File: config.mk
export PLATFORM = sky130hd
export DESIGN_NAME = tpa_capture_aligner
export DESIGN_NICKNAME = d
export VERILOG_FILES = /design/src/rtl/tpa_pkg.sv /design/src/rtl/tpa_beat_ctrl.sv /design/src/rtl/tpa_lane_match.sv /design/src/rtl/tpa_run_pick.sv /design/src/rtl/tpa_capture_aligner.sv
export SDC_FILE = /design/constraint.sdc
export NUM_CORES = 1
export LEC_CHECK = 0
export CAP_MARGIN = 20
export CORE_ASPECT_RATIO = 0.8
export CORE_UTILIZATION = 45
export DETAILED_ROUTE_END_ITERATION = 12
export PLACE_DENSITY = 0.74
export SKIP_LAST_GASP = 1
export SLEW_MARGIN = 30
export SYNTH_ARGS = -nofsm -noshare
export SYNTH_HDL_FRONTEND = slang
export SYNTH_SLANG_ARGS = --single-unit
File: constraint.sdc
create_clock -name clk -period 15.1 [get_ports clk]
set_input_delay 3.02 -clock clk [delete_from_list [all_inputs] [get_ports clk]]
set_output_delay 3.02 -clock clk [all_outputs]
set_load 0.005 [all_outputs]
File: src/rtl/tpa_pkg.sv
package tpa_pkg;
  typedef enum logic [1:0] {
    PH_IDLE  = 2'd0,
    PH_TRAIN = 2'd1,
    PH_DATA  = 2'd2
  } tpa_phase_e;
endpackage

File: src/rtl/tpa_beat_ctrl.sv
module tpa_beat_ctrl #(
  parameter int PAT_LEN = 8,
  parameter logic [PAT_LEN-1:0] PATTERN = 'h34
) (
  input  logic clk,
  input  logic rst,
  input  logic rd_start,
  input  logic rd_done,
  input  logic beat_vld,
  output logic clr_match,
  output logic train_step,
  output logic last_train,
  output logic data_beat,
  output logic exp_bit
);
  import tpa_pkg::*;

  localparam int CNT_W = (PAT_LEN > 1) ? $clog2(PAT_LEN) : 1;
  localparam logic [CNT_W-1:0] LAST_IDX = CNT_W'(PAT_LEN - 1);

  tpa_phase_e        phase_q;
  logic [CNT_W-1:0]  cnt_q;
  logic [PAT_LEN-1:0] pat_q;
  logic              quiet;

  // control pulses take precedence over a beat in the same cycle
  assign quiet      = !rd_start && !rd_done;
  assign clr_match  = rd_start;
  assign train_step = (phase_q == PH_TRAIN) && beat_vld && quiet;
  assign last_train = train_step && (cnt_q == LAST_IDX);
  assign data_beat  = (phase_q == PH_DATA) && beat_vld && quiet;
  assign exp_bit    = pat_q[PAT_LEN-1];

  always_ff @(posedge clk) begin
    if (rst) begin
      phase_q <= PH_IDLE;
      cnt_q   <= '0;
      pat_q   <= PATTERN;
    end else if (rd_start) begin
      phase_q <= PH_TRAIN;
      cnt_q   <= '0;
      pat_q   <= PATTERN;
    end else if (rd_done) begin
      phase_q <= PH_IDLE;
    end else if (train_step) begin
      cnt_q <= cnt_q + 1'b1;
      pat_q <= {pat_q[PAT_LEN-2:0], 1'b0};
      if (last_train) phase_q <= PH_DATA;
    end
  end
endmodule

File: src/rtl/tpa_lane_match.sv
module tpa_lane_match #(
  parameter int LANES = 4
) (
  input  logic             clk,
  input  logic             rst,
  input  logic             clr,
  input  logic             step,
  input  logic             exp_bit,
  input  logic [LANES-1:0] lines,
  output logic             hit
);
  logic match_q;
  logic agree;

  assign agree = (lines == {LANES{exp_bit}});
  // includes the beat being taken now, so it is final on the last beat
  assign hit = match_q && agree;

  always_ff @(posedge clk) begin
    if (rst || clr) match_q <= 1'b1;
    else if (step)  match_q <= hit;
  end
endmodule

File: src/rtl/tpa_run_pick.sv
module tpa_run_pick #(
  parameter int NTAPS = 8,
  parameter int TAP_W = 3
) (
  input  logic [NTAPS-1:0] valid_taps,
  output logic [TAP_W-1:0] pick,
  output logic             none
);
  int cur_len, cur_start, best_len, best_start;

  always_comb begin
    cur_len    = 0;
    cur_start  = 0;
    best_len   = 0;
    best_start = 0;
    for (int i = 0; i < NTAPS; i++) begin
      if (valid_taps[i]) begin
        if (cur_len == 0) cur_start = i;
        cur_len = cur_len + 1;
        if (cur_len > best_len) begin
          best_len   = cur_len;
          best_start = cur_start;
        end
      end else begin
        cur_len = 0;
      end
    end
    none = (best_len == 0);
    pick = none ? '0 : TAP_W'(best_start + (best_len - 1) / 2);
  end
endmodule

File: src/rtl/tpa_capture_aligner.sv
module tpa_capture_aligner #(
  parameter int NTAPS   = 8,
  parameter int LANES   = 4,
  parameter int PAT_LEN = 8,
  parameter logic [PAT_LEN-1:0] PATTERN = 'h34,
  localparam int TAP_W  = (NTAPS > 1) ? $clog2(NTAPS) : 1
) (
  input  logic                   clk,
  input  logic                   rst,
  input  logic                   rd_start,
  input  logic                   rd_done,
  input  logic                   beat_vld,
  input  logic [NTAPS*LANES-1:0] tap_bus,
  output logic [LANES-1:0]       cap_data,
  output logic                   cap_vld,
  output logic                   cap_err,
  output logic [TAP_W-1:0]       sel_tap,
  output logic                   train_fail
);
  localparam logic [TAP_W-1:0] RST_TAP = TAP_W'(NTAPS / 2);

  logic             clr_match, train_step, last_train, data_beat, exp_bit;
  logic [NTAPS-1:0] tap_hit;
  logic [TAP_W-1:0] pick;
  logic             no_valid;
  logic [LANES-1:0] tap_lines [NTAPS];

  tpa_beat_ctrl #(.PAT_LEN(PAT_LEN), .PATTERN(PATTERN)) u_ctrl (
    .clk(clk), .rst(rst), .rd_start(rd_start), .rd_done(rd_done),
    .beat_vld(beat_vld), .clr_match(clr_match), .train_step(train_step),
    .last_train(last_train), .data_beat(data_beat), .exp_bit(exp_bit)
  );

  for (genvar t = 0; t < NTAPS; t++) begin : g_tap
    assign tap_lines[t] = tap_bus[t*LANES +: LANES];
    tpa_lane_match #(.LANES(LANES)) u_match (
      .clk(clk), .rst(rst), .clr(clr_match), .step(train_step),
      .exp_bit(exp_bit), .lines(tap_lines[t]), .hit(tap_hit[t])
    );
  end

  tpa_run_pick #(.NTAPS(NTAPS), .TAP_W(TAP_W)) u_pick (
    .valid_taps(tap_hit), .pick(pick), .none(no_valid)
  );

  // tap decision, taken on the edge of the final training beat
  always_ff @(posedge clk) begin
    if (rst) begin
      sel_tap    <= RST_TAP;
      train_fail <= 1'b0;
    end else if (last_train) begin
      train_fail <= no_valid;
      if (!no_valid) sel_tap <= pick;
    end
  end

  // data capture through the held tap
  always_ff @(posedge clk) begin
    if (rst) begin
      cap_vld  <= 1'b0;
      cap_err  <= 1'b0;
      cap_data <= '0;
    end else begin
      cap_vld <= data_beat;
      cap_err <= data_beat && train_fail;
      if (data_beat) cap_data <= tap_lines[sel_tap];
    end
  end
endmodule

After elaboration in Yosys (flattened, before gate mapping)
Cells that the tools add are included.
{"block": "word_totals", "register_bits": 29, "out_inout_bits": 10, "word_cells": 142}
{"block": "op_classes", "addsub": 11, "order_cmp": 8, "eq_ne": 11, "mux": 57, "bitwise_logic": 4, "reduce_logical": 34}
{"op": "$mux 32", "n": 20}
{"op": "$logic_not 32->1", "n": 8}
{"op": "$add 32x2->32 const B", "n": 6}
{"op": "$gt 32x32->1", "n": 6}
{"op": "$mux 3", "n": 24}
{"op": "$eq 4x4->1", "n": 8}
{"op": "$gt 32x2->1", "n": 1}
{"op": "$sub 32x2->32 const B", "n": 1}
{"op": "$logic_and 1x1->1", "n": 15}
{"op": "$bmux 4 s3", "n": 1}
{"op": "$mux 1", "n": 9}
{"op": "$mux 4", "n": 2}
{"op": "$reduce_and 2->1", "n": 4}
{"op": "$reduce_bool 3->1", "n": 2}
{"op": "$ge 4x4->1 const B", "n": 1}
{"op": "$not 3->4", "n": 1}
{"op": "$add 3x1->3", "n": 1}
{"op": "$add 3x1->3 const B", "n": 1}
{"op": "$add 3x3->3", "n": 1}
{"op": "$eq 3x3->1 const B", "n": 1}
{"op": "$reduce_or 3->1", "n": 1}
{"op": "$add 1x1->2 const B", "n": 1}
{"op": "$eq 2x1->1 const B", "n": 1}
{"op": "$eq 2x2->1 const B", "n": 1}
{"op": "other kinds (6)", "n": 8}

Longest topological paths before layout
{"block": "logic_depth", "ltp_word": 29, "mapped_depth": 52, "mapped_depth_nobuf": 50}

Modules after synthesis
Synthesis repeated with hierarchy kept, for this count alone.
{"block": "hier_totals", "hier_cells": 518, "hier_area_um2": 4116.4}
{"module": "tpa_run_pick", "n_inst": 1, "cells_each": 345, "area_per_inst_um2": 2408.6, "seq_area_each_um2": 0.0}
{"module": "tpa_capture_aligner", "n_inst": 1, "cells_each": 53, "area_per_inst_um2": 609.3, "seq_area_each_um2": 200.2}
{"module": "tpa_beat_ctrl", "n_inst": 1, "cells_each": 56, "area_per_inst_um2": 578.1, "seq_area_each_um2": 220.2}
{"module": "tpa_lane_match", "n_inst": 8, "cells_each": 8, "area_per_inst_um2": 65.1, "seq_area_each_um2": 20.0}

Least setup slack after synthesis
No wires, ideal clock.
{"block": "synth_path", "kind": "input to register", "startpoint": "input port tap_bus[8]", "endpoint": "register sel_tap[2]", "setup_time_ns": 0.126, "arrival_time_ns": 12.156, "slack_ns": 2.818, "cell_stages": 44, "cell_sequence": "or4_1 mux2i_1 nand2_1 inv_1 ha_1 inv_1 a221oi_1 xnor2_1 nor2_1 ha_1 and4_1 a211o_1 o311ai_2 and2_1 ha_1 nor2b_1 o211ai_1 a21oi_1 (+8 left out) nor2_1 nand2_1 o21ai_0 inv_1 ha_1 a21oi_1 or3_1 o2111a_2 a211oi_4 mux2i_1 ha_1 fa_1 inv_1 fa_1 xnor3_1 mux2_1 a211oi_1 mux2i_1"}
{"block": "synth_via", "elab_chain_len": 23, "word_cells_on_any_way": 63, "classes_between": "8 x add/sub; 5 x order compare; 1 x eq/ne; 39 x mux; 2 x bitwise; 8 x reduce/logical"}
{"element": "start, declared", "line_no": "tpa_capture_aligner.sv:13", "text": "input logic [NTAPS*LANES-1:0] tap_bus,"}
{"element": "$eq 4x4->1 *", "line_no": "tpa_lane_match.sv:15", "text": "assign agree = (lines == {LANES{exp_bit}});"}
{"element": "$logic_and 1x1->1 *", "line_no": "tpa_lane_match.sv:17", "text": "assign hit = match_q && agree;"}
{"element": "net g_tap[2].u_match.hit", "line_no": "tpa_lane_match.sv:10", "text": "output logic hit"}
{"element": "$mux 32", "line_no": "tpa_run_pick.sv:17", "text": "if (valid_taps[i]) begin"}
{"element": "$add 32x2->32", "line_no": "tpa_run_pick.sv:19", "text": "cur_len = cur_len + 1;"}
{"element": "$gt 32x32->1", "line_no": "tpa_run_pick.sv:20", "text": "if (cur_len > best_len) begin"}
{"element": "$mux 32", "line_no": "tpa_run_pick.sv:20"}
{"element": "$mux 32", "line_no": "tpa_run_pick.sv:17"}
{"element": "(+8 left out)"}
{"element": "$mux 32", "line_no": "tpa_run_pick.sv:17"}
{"element": "$gt 32x32->1", "line_no": "tpa_run_pick.sv:20"}
{"element": "$mux 32", "line_no": "tpa_run_pick.sv:20"}
{"element": "$mux 32", "line_no": "tpa_run_pick.sv:17"}
{"element": "$sub 32x2->32", "line_no": "tpa_run_pick.sv:29", "text": "pick = none ? '0 : TAP_W'(best_start + (best_len - 1) / 2);"}
{"element": "$and 1x1->1 (no line)"}
{"element": "$add 3x1->3 (no line)"}
{"element": "$add 3x3->3", "line_no": "tpa_run_pick.sv:29"}
{"element": "end signal, assigned", "line_no": "tpa_capture_aligner.sv:53", "text": "if (!no_valid) sel_tap <= pick;"}
{"element": "end, declared", "line_no": "tpa_capture_aligner.sv:17", "text": "output logic [TAP_W-1:0] sel_tap,"}
The timed path passes the listed nets; every way through them passes the cells marked *. The select of a mux whose other input is x is not followed.
A chain may end at the register's enable or synchronous reset.

Worst setup path after layout
Same ends and word-level chain as after synthesis.

==> flow_summary.ini <==
[run_status]
outcome = complete, but fails checks
violations = DRC

[setup_path]
arrival_ps = 14020
critPathMaxFanout = 10
cp-endpoint = sel_tap[2]
required_ps = 15270
criticalPathCategory = primary input to register
path_depth = 43
r2r_start = u_ctrl.pat_q[7]
cp_top_family = compound AO/OA/AOI/OAI gates
ff2ff_path_depth = 44
start_kind = primary input
critical-path-max-stage-delay_ps = 570
cp_slowest_cell = or4_1
setup.worst_path.start = tap_bus[8]
crit_top_cell = ha_1
rrSetupSlack_ps = 3750
crit_buf_inv = 6
crit_path_end_kind = register
timing.rr.end = sel_tap[2]

[yosys]
synthFlopType = dfxtp_1
netlist_area_um2 = 3320
syn_area_per_cell_um2 = 7.93
synth_edf_count = 0
yosysWarnings = 0
synthTopCellsByCount = nand2_1, a21oi_1, nor2_1
yosysUniqueCellTypes = 79
yosys_register_bits = 29
synthTopCellsByArea = dfxtp_1, ha_1, nand2_1
async_flop_share_pct = 0
netlist_instances = 419
yosysTopAreaCellShare_pct = 17.5
yosysSeqAreaShare_pct = 17.5
yosysTopAreaCell = dfxtp_1
synth_most_common_cell = nand2_1

[drt]
vias_per_cell = 6.20
routedWlPerCell_um = 16.6
ant_nets = 0
dr.first_iter.drc_count = 300
drc_errors = 9
drtPass1Iterations = 8
wirelength_mm = 9.21
vias = 3435

[clock_network]
cts-root-buf = clkbuf_8
clock-sinks = 29
htreeDepth = 2
ctsHoldBuffers = 0
cts_tree = yes
clock_path_buffers = 2
cts_resized = 0
postCtsSetupRepairBufs = 0
cts_buffers = 5
clk_pin_slew_ps = 70
clkLatencyLatePin_ps = 290

[floorplan]
dieHeight_um = 78.9
ios = 47
core_um2 = 7030
die-area_um2 = 7730
die_w_um = 98.1
rows = 27
start_util_pct = 47.3

[layout]
layout.cells.non_filler = 554
drive_above_1_share_pct = 9.21
n_antenna_cell = 0
final_core_util_pct = 56.3
fin_nets = 533
areaGrowthSynthToFinish_pct = 19.0

[power_and_ir_drop]
p_per_area_nw_per_um2 = 52.6
vdd_drop_max_mv = 0.0371
power.leakage_nw = 1.45
p_total_uw = 208

[placed_design]
gp_congestion = 0.936
portBuffers = 46
dp_cells = 546
dp_hpwl_mm = 7.20
pre_cts_slack_ps = 1110

[grt]
antenna_found_initial = 0
use_met2_pct = 38.3
grt_pass1_vias = 3136
grt_max_degree = 20
use_met1_pct = 34.8
grt_usage_pct = 24.3
grt_pass1_wl_mm = 15.3
use_met3_pct = 4.14
gr-total-overflow = 0
gr-max-usage-layer = met2

[sta]
final_max_slew_viol_count = 0
period_share_pct = 91.7
fmax_mhz = 72.2
rsz0062_at_grt = no
period_minus_slack_ps = 13850
max_slew_margin_pct = 46.3
hold_viol = 0
fin_ws_ps = 1250
tns_ps = 0
tightest_slew_ps = 801
setup_viol = 0
skew_ps = 7.04

[job]
drv_cap = 0

[min_path]
hold_path_class = register to register
==> flip-flops by register name (all words and copies together), names as in the netlist <==
signal	cells
g_tap.u_match.match_q	8
u_ctrl.pat_q	6
cap_data	4
sel_tap	3
u_ctrl.cnt_q	3
u_ctrl.phase_q	2
cap_err	1
cap_vld	1
train_fail	1
==> layer usage <==
metal,wire length (µm),up-vias,share of wire (%)
met5,0,-,0
met4,73,0,0.79
met3,786,10,8.5
met2,4050,154,44
met1,4300,1610,47
li1,-,1661,-
==> final cells by class <==
type	instances	area, µm²
Fill cell	625	3070
Multi-Input combinational cell	365	2620
Sequential cell	29	581
Timing Repair Buffer	49	483
Tap cell	87	109
Clock buffer	7	96.3
Inverter	16	65.1
Clock inverter	1	5.00
==> layout by cell type, fill, tap and decap left out, drive strengths merged, types with 3 or more instances in the layout <==
cell,Yosys,final
xnor2,5,5
o211ai,5,5
mux2i,12,12
dfxtp,29,29
a31oi,6,6
o2bb2a,3,3
a221oi,4,4
mux2,4,4
a211oi,12,12
or2,3,3
nor2b,4,4
nand3,13,13
nor2,38,38
conb,2,13
or3,4,4
and3,6,6
mux4,8,8
clkbuf,10,7
or4,6,6
clkdlybuf4s50,0,46
nand2,53,53
nor3,12,12
nor4b,5,5
inv,15,15
o311ai,3,3
buf,10,3
o21ai,19,19
a21oi,40,40
ha,28,28
and2,4,4
nand4,10,10
nand2b,5,5
==> kinds of logic (layout without fill, tap and decap cells) <==
group                      after synthesis  after routing  synth area share, %
AOI/OAI and AO/OA                      122            122                 26.6
and+or+nand+nor                        169            169                 26.1
buffers and inverters                   36             73                 5.05
xor gates and xnor gates                 7              7                 2.26
other                                    2             13                0.226
adders and majority gates               30             30                 11.8
muxes                                   24             24                 10.5
DFF                                     29             29                 17.5
==> per-stage QoR <==
step	cell area, µm²	hold WS, ps
finish	3950	444
global route	3950	486
CTS	3950	445
detailed placement	3850	434
global placement	3850	433
floorplan	3360	423
==> power breakdown <==
group          switching (mW)  internal (mW)
clock                  0.0304         0.0411
combinational          0.0307         0.0284
sequential           0.000362         0.0770
total                  0.0615          0.147
==> how the worst min path moves through the flow <==
stage | start | to | slack, ps | cells past startpoint
after global placement | u_ctrl.pat_q[2] | u_ctrl.pat_q[2] | 430 | 2
after floorplan | u_ctrl.pat_q[2] | u_ctrl.pat_q[2] | 420 | 2
after CTS | u_ctrl.pat_q[2] | u_ctrl.pat_q[2] | 450 | 2
after global routing | u_ctrl.cnt_q[1] | u_ctrl.cnt_q[1] | 490 | 2
after detailed placement | u_ctrl.pat_q[2] | u_ctrl.pat_q[2] | 430 | 2
final | u_ctrl.pat_q[2] | u_ctrl.pat_q[2] | 440 | 2
==> worst reg2reg max path, delay by kind of cell, from the launching register on <==
family | cells | cell delay (ps)
AOI/OAI and AO/OA | 15 | 4010
muxes | 3 | 660
and+or+nand+nor | 10 | 2440
xor gates and xnor gates | 1 | 400
DFF | 1 | 760
buffers and inverters | 6 | 540
adders and majority gates | 9 | 2420
(Power assumes the default switching activity.)
